<file path="config.mk">
export PLATFORM = sky130hd
export DESIGN_NAME = serial_status_flags
export DESIGN_NICKNAME = d
export VERILOG_FILES = /design/src/rtl/ssf_pkg.sv /design/src/rtl/ssf_bus_decode.sv /design/src/rtl/ssf_flag_cell.sv /design/src/rtl/ssf_idle_det.sv /design/src/rtl/serial_status_flags.sv
export SDC_FILE = /design/constraint.sdc
export NUM_CORES = 1
export LEC_CHECK = 0
export BUFFER_PORTS_ARGS = -buffer_cell sky130_fd_sc_hd__buf_2
export CORE_MARGIN = 2
export CORE_UTILIZATION = 49
export CTS_CLUSTER_DIAMETER = 150
export CTS_CLUSTER_SIZE = 24
export DETAILED_ROUTE_END_ITERATION = 10
export PLACE_DENSITY = 0.8
export SLEW_MARGIN = 20
export SYNTH_ARGS = -nofsm -noshare
export SYNTH_HDL_FRONTEND = slang
export SYNTH_SLANG_ARGS = --single-unit
export TNS_END_PERCENT = 30
</file>
<file path="constraint.sdc">
create_clock -name clk -period 1.7 [get_ports clk]
set_clock_uncertainty 0.1 [all_clocks]
set_input_delay 0 -clock clk [delete_from_list [all_inputs] [get_ports clk]]
set_output_delay 0 -clock clk [all_outputs]
set_load 0.02 [all_outputs]
</file>
<file path="src/rtl/ssf_pkg.sv">
// Shared constants for the serial status flag controller.
// Assumes an 8-bit status byte; the bit positions are decoded by software.
package ssf_pkg;
    localparam int STAT_W = 8;
    localparam int B_TE   = 7;
    localparam int B_TC   = 6;
    localparam int B_RF   = 5;
    localparam int B_IDLE = 4;
    localparam int B_OR   = 3;
    localparam int B_NF   = 2;
    localparam int B_FE   = 1;
    localparam int B_PE   = 0;

    typedef enum logic [1:0] {
        ACC_NONE,
        ACC_STAT_RD,
        ACC_DATA_RD,
        ACC_DATA_WR
    } acc_kind_e;
endpackage

</file>
<file path="src/rtl/ssf_bus_decode.sv">
// Decodes one bus access into a single access kind.
// Assumes at most one access per cycle. Status writes decode to ACC_NONE
// because every status bit is read-only.
module ssf_bus_decode
    import ssf_pkg::*;
(
    input  logic      acc_valid,
    input  logic      acc_write,
    input  logic      acc_addr,
    output acc_kind_e kind_o
);
    // Map address and direction onto an access kind.
    always_comb begin
        kind_o = ACC_NONE;
        if (acc_valid) begin
            if (!acc_addr && !acc_write) kind_o = ACC_STAT_RD;
            else if (acc_addr && !acc_write) kind_o = ACC_DATA_RD;
            else if (acc_addr && acc_write) kind_o = ACC_DATA_WR;
        end
    end
endmodule

</file>
<file path="src/rtl/ssf_flag_cell.sv">
// One sticky status flag with two-step clearing.
// A status read records whether the flag was set. A later clearing access
// drops the flag only if that record is set, and the access consumes the
// record. A set pulse always wins over a clear in the same cycle.
module ssf_flag_cell #(
    parameter bit RST_VAL = 1'b0
) (
    input  logic clk,
    input  logic rst_n,
    input  logic set_i,
    input  logic snap_i,
    input  logic clr_i,
    output logic flag_o
);
    logic flag_q;
    logic seen_q;

    // Flag state: set has priority over a qualified clear.
    always_ff @(posedge clk) begin
        if (!rst_n)                 flag_q <= RST_VAL;
        else if (set_i)             flag_q <= 1'b1;
        else if (clr_i && seen_q)   flag_q <= 1'b0;
    end

    // Set-at-read record: captured on status read, consumed on clearing access.
    always_ff @(posedge clk) begin
        if (!rst_n)      seen_q <= 1'b0;
        else if (snap_i) seen_q <= flag_q;
        else if (clr_i)  seen_q <= 1'b0;
    end

    assign flag_o = flag_q;
endmodule

</file>
<file path="src/rtl/ssf_idle_det.sv">
// Receive-line idle detector.
// Counts consecutive ones sampled at bit ticks and saturates at the selected
// run length. It pulses once when the run reaches that length, and only
// while armed. A received character arms it; the pulse disarms it.
module ssf_idle_det #(
    parameter int RUN_SHORT = 10,
    parameter int RUN_LONG  = 11
) (
    input  logic clk,
    input  logic rst_n,
    input  logic rx_line,
    input  logic bit_tick,
    input  logic long_frame,
    input  logic char_done,
    output logic idle_evt
);
    localparam int RUN_MAX = (RUN_LONG > RUN_SHORT) ? RUN_LONG : RUN_SHORT;
    localparam int CNT_W   = $clog2(RUN_MAX + 1);

    logic [CNT_W-1:0] cnt_q;
    logic [CNT_W-1:0] limit;
    logic             armed_q;

    assign limit    = long_frame ? CNT_W'(RUN_LONG) : CNT_W'(RUN_SHORT);
    assign idle_evt = bit_tick && rx_line && armed_q && (cnt_q == limit - CNT_W'(1));

    // Run counter of ones, restarted by any sampled zero.
    always_ff @(posedge clk) begin
        if (!rst_n)               cnt_q <= '0;
        else if (bit_tick) begin
            if (!rx_line)         cnt_q <= '0;
            else if (cnt_q < limit) cnt_q <= cnt_q + CNT_W'(1);
        end
    end

    // Arming: a character enables one idle detection.
    always_ff @(posedge clk) begin
        if (!rst_n)         armed_q <= 1'b0;
        else if (char_done) armed_q <= 1'b1;
        else if (idle_evt)  armed_q <= 1'b0;
    end
endmodule

</file>
<file path="src/rtl/serial_status_flags.sv">
// Status flag controller of an asynchronous serial port.
// Holds eight flags, clears them through status-read-then-data-access
// sequences, and forms transmit and receive interrupt requests.
// Assumes single-cycle event pulses and at most one bus access per cycle.
module serial_status_flags
    import ssf_pkg::*;
#(
    parameter int IDLE_RUN_SHORT = 10,
    parameter int IDLE_RUN_LONG  = 11
) (
    input  logic       clk,
    input  logic       rst_n,
    input  logic       acc_valid,
    input  logic       acc_write,
    input  logic       acc_addr,
    input  logic       tx_load_evt,
    input  logic       tx_pending,
    input  logic       rx_load_evt,
    input  logic       ovr_evt,
    input  logic       noise_evt,
    input  logic       frame_evt,
    input  logic       parity_evt,
    input  logic       rx_line,
    input  logic       bit_tick,
    input  logic       long_frame,
    input  logic       te_irq_en,
    input  logic       tc_irq_en,
    input  logic       rf_irq_en,
    input  logic       idle_irq_en,
    output logic [7:0] status_o,
    output logic       tx_irq,
    output logic       rx_irq
);
    acc_kind_e          kind;
    logic               idle_evt;
    logic [STAT_W-1:0]  set_vec;
    logic [STAT_W-1:0]  flags;

    ssf_bus_decode u_dec (
        .acc_valid (acc_valid),
        .acc_write (acc_write),
        .acc_addr  (acc_addr),
        .kind_o    (kind)
    );

    ssf_idle_det #(
        .RUN_SHORT (IDLE_RUN_SHORT),
        .RUN_LONG  (IDLE_RUN_LONG)
    ) u_idle (
        .clk        (clk),
        .rst_n      (rst_n),
        .rx_line    (rx_line),
        .bit_tick   (bit_tick),
        .long_frame (long_frame),
        .char_done  (rx_load_evt),
        .idle_evt   (idle_evt)
    );

    // Route each event pulse to its flag position.
    always_comb begin
        set_vec         = '0;
        set_vec[B_TE]   = tx_load_evt;
        set_vec[B_RF]   = rx_load_evt;
        set_vec[B_IDLE] = idle_evt;
        set_vec[B_OR]   = ovr_evt;
        set_vec[B_NF]   = noise_evt;
        set_vec[B_FE]   = frame_evt;
        set_vec[B_PE]   = parity_evt;
    end

    for (genvar b = 0; b < STAT_W; b++) begin : g_flag
        if (b == B_TC) begin : g_tc
            assign flags[b] = flags[B_TE] && !tx_pending;
        end else begin : g_cell
            localparam acc_kind_e CLR_KIND = (b == B_TE) ? ACC_DATA_WR : ACC_DATA_RD;
            ssf_flag_cell #(
                .RST_VAL (b == B_TE)
            ) u_cell (
                .clk    (clk),
                .rst_n  (rst_n),
                .set_i  (set_vec[b]),
                .snap_i (kind == ACC_STAT_RD),
                .clr_i  (kind == CLR_KIND),
                .flag_o (flags[b])
            );
        end
    end

    assign status_o = flags;
    assign tx_irq   = (flags[B_TE] && te_irq_en) || (flags[B_TC] && tc_irq_en);
    assign rx_irq   = (flags[B_RF] && rf_irq_en) || (flags[B_IDLE] && idle_irq_en);
endmodule

</file>
==> summary.md <==
| Metric | Value |
|---|---|
| Via count of the first global-routing pass | `848` |
| Count of nets left with antenna violations after detail routing | `0` |
| Power spent charging and discharging nets | `0.000223 W` |
| Max-slew headroom | `0.754` |
| Maximum clock rate | `631 MHz` |
| Setup Viol. Count Final | `0` |
| # fillers | `180` |
| Area occupied by registers | `380 sq um` |
| Placer Congestion | `0.740` |
| Power per cell area | `694 mW/mm^2` |
| Arrival time of data at the critical path endpoint | `1680 ps` |
| Ratio of cells with drive above 1 in the final layout | `0.228` |
| Ratio of routed vias to standard cells | `5.07` |
| DP HPWL | `1410 um` |
| Diodes inserted | `0` |
| Worst-path maximum fanout | `2` |
| Max IR drop VDD | `517 uV` |
| Primary flip-flop cell chosen by synthesis mapping | `sky130_fd_sc_hd__dfxtp_1` |
| Synth Instances | `117` |
| Worst setup path category | `in2reg` |
| Worst-Skew Late Latency | `290 ps` |
| Run status | `finished, final reports clean` |
| Yosys warning count | `0` |
| Required @ worst endpoint | `1790 ps` |
| Worst setup SP type | `input pin` |
| Horizontal die dimension | `48.8 um` |
| Tot Pwr | `0.000848 W` |
| Clock root cell | `sky130_fd_sc_hd__clkbuf_4` |
| Portion of total power attributed to the clock network | `0.261` |
| Layout Area Growth over Synthesis | `24.5%` |
| Max H-tree Level | `1` |
| Area taken by multi-input logic gates | `517 sq um` |
| Total Negative Setup Slacks | `0 ps` |
| Starting density of the core | `0.511` |
| Distinct cell type count after synthesis | `27` |
| Number of detailed-routing iterations run before antenna repair | `2` |
| Global-route usage over all layers | `0.181` |
| Syn_area_per_cell | `8.39 sq um` |
| Int Power | `0.000625 W` |
| Share of flip-flops with an asynchronous set or reset | `0` |
| Synth Net Count | `141` |
| Reported leakage power | `0.538 nW` |
| Total global routing overflow | `0` |
| Count of input and output buffers | `28` |
| Slew at the pin with the worst max-slew slack | `370 ps` |
| Die area | `0.00238 sq mm` |
| Number of flops mapped to enable cells by yosys | `0` |
| Number of hold violations in the final report | `0` |
| Seq/Total Area, Yosys | `0.387` |
| Total count of max-transition violations in the final report | `0` |
| Nets | `174` |
| Power share of the sequential group | `0.558` |
| Leading cell type in the layout, fill and taps excluded | `sky130_fd_sc_hd__buf_2` |
| Clock slew at reported path FFs | `100 ps` |
| Period Utilization, post-route | `0.932` |
| Comb power frac | `0.181` |
| Register bit count reported by yosys | `19` |
| Total via count in the routed design | `892` |
| Tightest Hold Check Type | `in2reg` |
| Remaining routing DRC violations | `0` |
| Cell area after technology mapping | `982 sq um` |
| TritonCTS clock tree | `built` |
| Wire length after detailed routing | `2040 um` |
| Top library cells by usage in the layout, fill and taps aside | `sky130_fd_sc_hd__buf_2 (28), sky130_fd_sc_hd__nand2_1 (25), sky130_fd_sc_hd__dfxtp_1 (19), sky130_fd_sc_hd__dlygate4sd3_1 (11), sky130_fd_sc_hd__nor2b_1 (9)` |
| # rows | `16` |
| Inserted Clock Buffers | `3` |
| RSZ-0062 raised after global routing | `false` |
| Maximum number of pins on one net before global-route repair | `26` |
| Wire length of the first global-routing pass | `3390 um` |
| Number of violations of the max-capacitance limit | `0` |
| Detail-routed net length per standard cell | `11.6 um` |
| Boundary Pins | `29` |
| Y dimension of the die | `48.8 um` |
| Type of element capturing the critical path | `flip-flop` |
| Initial detailed-routing violation count | `8` |
| Switching fraction of total power | `0.263` |
| Period minus WS final | `1590 ps` |
| Total clock sinks | `19` |
| Initial antenna violation count | `0` |
| Floorplan Core Area | `0.00192 sq mm` |
| Maximum root-to-sink buffer count | `2` |
## Yosys cell counts (all sizes together) (2+ instances only)
master | count | share of area
nand2 | 26 | 0.099
dfxtp | 19 | 0.39
buf | 9 | 0.066
nor2b | 9 | 0.057
o21ai | 7 | 0.036
and2 | 6 | 0.038
a21oi | 5 | 0.025
ha | 5 | 0.064
inv | 4 | 0.015
nand3 | 4 | 0.020
mux2i | 3 | 0.031
o21a | 3 | 0.023
a22o | 2 | 0.018
clkbuf | 2 | 0.0076
nand4b | 2 | 0.018
## layer usage
layer / part of all wire / track usage / vias up / wire length (um)
li1: - / - / 456 / -
met1: 0.43 / 0.188 / 408 / 885
met2: 0.50 / 0.333 / 24 / 1010
met3: 0.043 / 0.0583 / 4 / 88
met4: 0.027 / 0.0714 / 0 / 55
met5: 0 / 0 / - / 0
## cell type report
class / count / share of cell area
tap: 27 / 0.0276
timing repair buffer: 39 / 0.205
multi-input combinational: 83 / 0.423
sequential: 19 / 0.311
inverter: 4 / 0.0123
clock buffer: 4 / 0.0215
## cell families after synthesis
group,after synthesis,share of synthesized area
buf+inv,15,0.0892
flops,19,0.387
fa+ha+maj,5,0.0637
xor+xnor,2,0.0178
simple gates,52,0.274
mux,3,0.0306
compound gates,21,0.138
## metrics by stage
step	worst slack (ps)	instance area, sq um	hold WS, ps	util	std cells
6_report	115	1220	21.0	0.636	176
5_1_grt	3.53	1220	32.1	0.636	176
4_1_cts	102	1220	14.7	0.635	176
3_5_place_dp	147	1080	97.7	0.564	161
3_3_place_gp	196	1080	87.5	0.564	161
2_1_floorplan	227	982	-21.9	-	117
## timing repair
action | 4_1_cts | 5_1_grt
endpoints found under the hold margin | 12 | 0
endpoints found under the setup margin | 0 | 1
gates resized for setup | 0 | 2
buffers inserted | 0 | 0
hold buffers | 11 | 0
## final timing paths
path | start | to | slack (ps) | depth (start not counted)
max reg2reg | u_idle.cnt_q[0]$_SDFFE_PN0P_ | u_idle.armed_q$_SDFFE_PN0P_ | 130 | 5
min | rst_n | g_flag[4].g_cell.u_cell.flag_o$_SDFFE_PN0P_ | 20 | 2
max | acc_valid | g_flag[7].g_cell.u_cell.flag_o$_SDFFE_PP1P_ | 110 | 9
min reg2reg | g_flag[7].g_cell.u_cell.seen_q$_SDFFE_PN0P_ | g_flag[7].g_cell.u_cell.seen_q$_SDFFE_PN0P_ | 380 | 2
## power groups by stage
stage               Clock (W)  Combinational, W  Sequential (W)
floorplan                   0         0.0000967        0.000481
global placement            0          0.000129        0.000482
detailed placement          0          0.000133        0.000483
CTS                  0.000228          0.000152        0.000473
global route         0.000244          0.000169        0.000476
finish               0.000222          0.000153        0.000473
## sequential cells by signal (all words and copies together) (netlist names)
register and count:
g_flag.g_cell.u_cell.flag_o 7, u_idle.armed_q 1, g_flag.g_cell.u_cell.seen_q 7, u_idle.cnt_q 4
## worst max-delay path, stage by stage
cell	delay, ps
sky130_fd_sc_hd__dlygate4sd3_1	510
sky130_fd_sc_hd__buf_2	110
sky130_fd_sc_hd__nand2_1	70
sky130_fd_sc_hd__inv_1	80
sky130_fd_sc_hd__ha_1	140
sky130_fd_sc_hd__nand2_1	50
sky130_fd_sc_hd__nand2_1	70
sky130_fd_sc_hd__nand3b_1	80
sky130_fd_sc_hd__dlygate4sd3_1	570
Power figures use the tool's default switching activity.
